--- config.mk ---
export PLATFORM = sky130hd
export DESIGN_NAME = i2c_evt_regbank
export DESIGN_NICKNAME = d
export VERILOG_FILES = /design/src/rtl/i2c_evt_regbank.sv
export SDC_FILE = /design/constraint.sdc
export NUM_CORES = 1
export LEC_CHECK = 0
export BUFFER_PORTS_ARGS = -buffer_cell sky130_fd_sc_hd__buf_2
export CORE_ASPECT_RATIO = 0.9
export CORE_MARGIN = 5
export CORE_UTILIZATION = 50
export DETAILED_ROUTE_END_ITERATION = 8
export PLACE_DENSITY = 0.8
export SLEW_MARGIN = 5
export SYNTH_ARGS = -nofsm -noshare
export SYNTH_HDL_FRONTEND = slang
export SYNTH_SLANG_ARGS = --single-unit
--- constraint.sdc ---
create_clock -name clk -period 1.6 [get_ports clk]
set_clock_uncertainty 0.1 [all_clocks]
set_input_delay 0.16 -clock clk [delete_from_list [all_inputs] [get_ports clk]]
set_output_delay 0.16 -clock clk [all_outputs]
set_load 0.02 [all_outputs]
--- src/rtl/i2c_evt_regbank.sv ---
module i2c_evt_regbank #(
  parameter int ADDR_W   = 4,
  parameter int NUM_EVT  = 7,
  parameter int BUSY_BIT = 12
) (
  input  logic              clk,
  input  logic              rst_n,
  input  logic              req_valid,
  input  logic              req_write,
  input  logic [1:0]        req_size,
  input  logic [ADDR_W-1:0] req_addr,
  input  logic [15:0]       req_wdata,
  output logic              rsp_valid,
  output logic [15:0]       rsp_rdata,
  output logic              rsp_err,
  input  logic [NUM_EVT-1:0] evt_in,
  input  logic              bus_busy,
  output logic              ctl_enable,
  output logic              ctl_master,
  output logic              ctl_transmit,
  output logic              irq
);
  localparam int IW = ADDR_W - 1;
  localparam logic [IW-1:0] A_RAW  = IW'(0);
  localparam logic [IW-1:0] A_MSK  = IW'(1);
  localparam logic [IW-1:0] A_ESET = IW'(2);
  localparam logic [IW-1:0] A_ECLR = IW'(3);
  localparam logic [IW-1:0] A_CTRL = IW'(4);
  localparam logic [IW-1:0] A_SYSC = IW'(5);
  localparam logic [IW-1:0] A_SYSS = IW'(6);
  localparam int B_EN = 15, B_MST = 10, B_TRX = 9;

  logic [NUM_EVT-1:0] stat_q, en_q;
  logic [2:0]  ctrl_q;
  logic        pend_q, rdone_q;

  logic [IW-1:0] widx;
  logic          size_ok, wr, rd;
  logic [15:0]   wmask, wdat, wbits;
  logic [15:0]   word, rsel;
  logic          srst_hit;
  logic [NUM_EVT-1:0] clr_bits;

  assign widx    = req_addr[ADDR_W-1:1];
  assign size_ok = (req_size < 2'd2);
  assign wr      = req_valid & req_write & size_ok;
  assign rd      = req_valid & ~req_write & size_ok;
  assign wmask   = (req_size == 2'd1) ? 16'hFFFF : (req_addr[0] ? 16'hFF00 : 16'h00FF);
  assign wdat    = (req_size == 2'd1) ? req_wdata : {2{req_wdata[7:0]}};
  assign wbits   = wdat & wmask;
  assign srst_hit = wr && (widx == A_SYSC) && wbits[0];
  assign clr_bits = (wr && widx == A_MSK) ? wbits[NUM_EVT-1:0] : '0;

  always_comb begin
    word = '0;
    case (widx)
      A_RAW:  begin word[NUM_EVT-1:0] = stat_q; word[BUSY_BIT] = bus_busy; end
      A_MSK:  word[NUM_EVT-1:0] = stat_q & en_q;
      A_ESET, A_ECLR: word[NUM_EVT-1:0] = en_q;
      A_CTRL: begin word[B_EN] = ctrl_q[2]; word[B_MST] = ctrl_q[1]; word[B_TRX] = ctrl_q[0]; end
      A_SYSC: word[0] = pend_q;
      A_SYSS: word[0] = rdone_q;
      default: word = '0;
    endcase
  end

  assign rsel = (req_size == 2'd1) ? word
              : {8'h00, (req_addr[0] ? word[15:8] : word[7:0])};

  always_ff @(posedge clk or negedge rst_n) begin
    if (!rst_n) begin
      stat_q  <= '0;
      en_q    <= '0;
      ctrl_q  <= '0;
      pend_q  <= 1'b0;
      rdone_q <= 1'b0;
    end else if (srst_hit) begin
      stat_q  <= '0;
      en_q    <= '0;
      ctrl_q  <= '0;
      pend_q  <= 1'b1;
      rdone_q <= 1'b0;
    end else begin
      stat_q <= (stat_q & ~clr_bits) | evt_in;
      if (wr && widx == A_ESET) en_q <= en_q | wbits[NUM_EVT-1:0];
      else if (wr && widx == A_ECLR) en_q <= en_q & ~wbits[NUM_EVT-1:0];
      if (wr && widx == A_CTRL) begin
        if (wmask[B_EN])  ctrl_q[2] <= wdat[B_EN];
        if (wmask[B_MST]) ctrl_q[1] <= wdat[B_MST];
        if (wmask[B_TRX]) ctrl_q[0] <= wdat[B_TRX];
      end
      if (ctrl_q[2]) begin
        pend_q  <= 1'b0;
        rdone_q <= 1'b1;
      end
    end
  end

  always_ff @(posedge clk or negedge rst_n) begin
    if (!rst_n) begin
      rsp_valid <= 1'b0;
      rsp_err   <= 1'b0;
      rsp_rdata <= '0;
    end else begin
      rsp_valid <= req_valid;
      rsp_err   <= req_valid & ~size_ok;
      rsp_rdata <= rd ? rsel : '0;
    end
  end

  assign ctl_enable   = ctrl_q[2];
  assign ctl_master   = ctrl_q[1];
  assign ctl_transmit = ctrl_q[0];
  assign irq          = |(stat_q & en_q);
endmodule

* Word-level counts from Yosys, hierarchy flattened
Index checks and enable logic that the tools add are counted.
** Storage, ports and cells
- Logic and storage cells :: 76
- Output and inout bits :: 22
- ROM bits :: 0
- Latch bits :: 0
- Input port bits :: 34
- Memories :: 0
- Memory bits (writable) :: 0
- Bits in registers :: 37
** Operators by class
- Reduce and logical (&&, ||, !) cells :: 18
- Bitwise logic cells :: 15
- Add/subtract/negate cells :: 0
- Muxes and demuxes :: 25
- Div/mod/pow operators :: 0
- Multipliers :: 0
- Equality and inequality tests :: 7
- Magnitude comparators :: 1
- Shift-type cells :: 0
** Operators with widths (number)
- $mux 16 :: 5
- $mux 7 :: 5
- $and 7x7->7 :: 4
- $pmux 6 s3 :: 1
- $not 7->7 :: 2
- $or 7x7->7 :: 2
- $reduce_bool 2->1 :: 5
- $eq 3x3->1 const B :: 3
- $mux 1 :: 9
- $mux 8 :: 1
- $reduce_or 7->1 :: 1
- $eq 3x2->1 const B :: 2
- $logic_and 1x1->1 :: 6
- $mux 3 :: 2
- $reduce_and 2->1 :: 3
- $and 1x1->1 :: 5
- $pmux 1 s5 :: 1
- $eq 3x1->1 const B :: 1
- $logic_not 3->1 :: 1
- $reduce_bool 3->1 :: 1
- $eq 2x1->1 const B :: 1
- $lt 2x2->1 const B :: 1
- $mux 2 :: 1
- $not 1->1 :: 2
- $reduce_or 2->1 :: 1

* Longest topological paths before layout
- Depth after elaboration :: 8
- Gate-level depth with buffers :: 5
- Gate-level depth less buffers :: 4

* Least setup slack after synthesis
OpenSTA, ideal clock, no wires.
- Kind :: input port to flip-flop
- Start point :: in req_addr[2]
- End point :: reg ctrl_q[0]
- Stages :: 5
- Required time :: 1.418 ns
- Setup time :: 0.082 ns
- Slack :: 0.294 ns
- Arrival time :: 1.123 ns
- Path through :: buf_2 -> nor3b_4 -> o21ai_2 -> or3_1 -> o22ai_1
** On the way
- Cells in the longest elaborated chain, start to end :: 5
- Elaborated cells between the ends (all ways) :: 9
- Classes of those cells :: eq/ne: 2; mux: 1; reduce/logical: 6
** RTL lines
- start, declared :: RTL line 11 : input logic [ADDR_W-1:0] req_addr,
- $eq 3x3->1 :: RTL line 51 : assign srst_hit = wr && (widx == A_SYSC) && wbits[0];
- $logic_and 1x1->1 (2 in series) :: RTL line 51
- $reduce_bool 2->1 (no line)
- $reduce_and 2->1 (no line)
- end signal, assigned :: RTL line 90 : if (wmask[B_TRX]) ctrl_q[0] <= wdat[B_TRX];
- end, declared :: RTL line 34 : logic [2:0] ctrl_q;
Several ways; a longest one is shown, not always the timed one.
A chain may end at the register's enable or synchronous reset.

* Final worst setup path
- Start point :: reg en_q[1]
- End point :: out irq
** On the way
- Cells in the longest elaborated chain, start to end :: 2
** RTL lines
- start, declared :: RTL line 33 : logic [NUM_EVT-1:0] stat_q, en_q;
- start signal, assigned :: RTL line 85 : if (wr && widx == A_ESET) en_q <= en_q | wbits[NUM_EVT-1:0];
- start signal, assigned :: RTL line 86 : else if (wr && widx == A_ECLR) en_q <= en_q & ~wbits[NUM_EVT-1:0];
- $and 7x7->7 :: RTL line 114 : assign irq = |(stat_q & en_q);
- $reduce_or 7->1 :: RTL line 114
- end, declared :: RTL line 21 : output logic irq
No other way between the ends.

==> metrics <==
status=complete, but fails checks; violated checks=negative setup slack; Starting Density=52.8%; average instance area after synthesis=10.2 sq um; clk_lat worst skew=between 0.2 and 0.3 ns; Overflow after GRT=0; via count=1551; total of max-cap violations=0; CP cell instances=a222oi_1 -> nand3_1 -> buf_4; antenna violations before repair=0; n_diodes=0; EDFF count, synth=0; Die Y=about 64 um; CTS tree=yes; Post-Syn Instances=between 150 and 200; Pre-Repair DR Iteration Count=4; synthesis-to-finish area growth=32.6%; H-tree depth=2; Post-Layout Cell Count=between 200 and 300; met2 Usage GRT=~33%; number of synthesized register bits=33; WS Path Type=register to output pin; met1 usage=24.7%; clk sink count=33; Crit Path Max Fanout=3; Pwr Total=just under 2 mW; Synth cell types=between 40 and 50; Clock Pin Slew Worst Setup and Hold Paths=about 0.060 ns; leading post-synthesis cells by cell area=dfrtp_1, a21oi_1, o22a_1; nets=approximately 270; clk buf depth=2; post-layout min period=between 1.5 and 2 ns; Final Setup Violations=1; Port Buffers=46; TNS Setup=-0.000738 ns; Seq/Total Area, Yosys=~50%; core footprint=around 3100 sq um; area share of the largest cell type after synthesis=roughly 50%; Final Hold Viols=0; Slew Limit Headroom=52.1%; Die Wd=70.4 um; worst vdd rail ir drop=around 0.00063 V; largest net degree at the start of global routing=34; GR met3 Demand/Resource=under 10%; via density per instance=between 5 and 6; GRT Overall Usage=between 20% and 30%; WL final=approximately 4.4 mm; GP Congestion=0.840; most used routing layer in global routing=met2; Die Footprint=4540 sq um; I/O pin cnt=56; largest area contributor in the netlist=dfrtp_1; vias in the first global route=about 1500; actual transition at the worst max-transition pin=0.718 ns; Cell Area, Synth=1640 sq um; critical path's largest stage delay=slightly above 0.4 ns; layout cells sized above 1=about 34%; Async S/R FF share, synth=100%; antenna viol nets, final=0; PD cells=approximately 900 nW/um^2; Critical Path RT=about 1.3 ns; R2R setup slack=~0.46 ns; Final WS setup=-0.000738 ns; placed cell count=~250; Post-Place Setup Slack=approximately 0.077 ns; critical path capture point type=output pin; warnings from Yosys=0; CP max stage cell=dfrtp_1; Max Freq=roughly 620 MHz; Synth Flop Type=dfrtp_1; unrepaired setup endpoints after global routing=true; DR iter-0 viols=77; Max Slew Vio Count=0; commonest non-fill, non-tap cell in the layout=buf_2; CTS buffer count=5; leakage power=around 1 nW; Worst setup SP type=register; crit path DAT=1.34 ns; post-DP HPWL=~3.3 mm; # DRC=0; Final Core Density=a little over two thirds; most frequent cells in the layout=buf_2, dfrtp_1, buf_4; fin crit share=100%; Root Driver=clkbuf_8; wire length per cell=about 16 um; first-pass GRT wire length=between 7 and 8 mm; Row Count=19; Hold Path Class=input pin to register
==> area by class of cell <==
class	instances	area, sq um
clock buffer	7	86.3
sequential	33	826
fill	260	935
timing repair buffer	70	448
multi-input combinational	112	729
inverter	10	37.5
tap	42	52.6
==> critical path: cells and delay by family, from the launching register on <==
family | cells | cell delay (ns)
AND/OR/NAND/NOR | 1 | 0.13
flip-flops | 1 | 0.41
buffers and inverters | 1 | 0.17
AO/OA/AOI/OAI | 1 | 0.35
==> flip-flops by register name, summed over array words and instances, names as in the netlist <==
| name | count |
|---|---|
| en_q | 7 |
| pend_q | 1 |
| stat_q | 7 |
| rdone_q | 1 |
| rsp_err | 1 |
| ctrl_q | 3 |
| rsp_valid | 1 |
| rsp_rdata | 12 |
==> synthesized netlist by cell type (2+ instances only) <==
cell type and count:
o21ai_0 8, buf_4 5, nor3_1 2, inv_1 9, nor2_2 2, o21a_1 4, o221a_2 3, nor2_1 12
buf_2 2, and2_1 4, o31a_1 2, o31ai_1 2, nand3b_1 2, or3_1 5, or4_1 2, dfrtp_1 33
o22ai_1 3, o211ai_1 4, o21ai_1 2, nand2_1 5, nand2b_1 2, nand3_1 5, o22a_1 6, a21oi_1 13
a22oi_1 2
==> kinds of logic (layout without fill, tap and decap cells) <==
family,after synthesis,after routing,synth area share [%]
compound gates,58,58,25.8
buf+inv,19,87,6.09
flops,33,33,50.2
mux,1,1,0.609
other cells,1,4,0.228
simple gates,49,49,17.0
==> stage by stage <==
stage	hold WS [ns]	area [sq um]
after global routing	0.0600	2180
after CTS	0.0457	2150
final	0.0465	2180
after global placement	0.133	1970
after detailed placement	0.144	1970
after floorplan	-0.236	1660
==> power by group <==
part / switching, mW / internal (mW) / leakage, nW
registers: 0.0597 / 0.895 / 0.402
logic: 0.223 / 0.170 / 0.556
clock network: 0.269 / 0.340 / 0.0443
==> metal layers <==
layer / wire length [um] / vias up
li1: - / 730
met1: 1690 / 730
met2: 2170 / 77
met3: 450 / 14
met4: 103 / 0
met5: 0 / -
==> path summary, 6_finish.rpt <==
path                              start      endpoint  cells past startpoint
max                             en_q[1]           irq                      3
min                        req_wdata[7]     ctrl_q[2]                      3
max reg2reg                   stat_q[1]  rsp_rdata[1]                      5
min reg2reg                     rdone_q       rdone_q                      2
max in group asynchronous         rst_n  rsp_rdata[0]                      2
min in group asynchronous         rst_n     stat_q[5]                      2
==> repair_timing <==
item,in CTS,in global routing
resized for setup,0,1
hold buffers,9,0
endpoints found under the hold margin,41,0
endpoints found under the setup margin,1,1
pin swaps,1,2
buffers inserted,1,3
gates cloned,0,0
(Power assumes the default switching activity.)
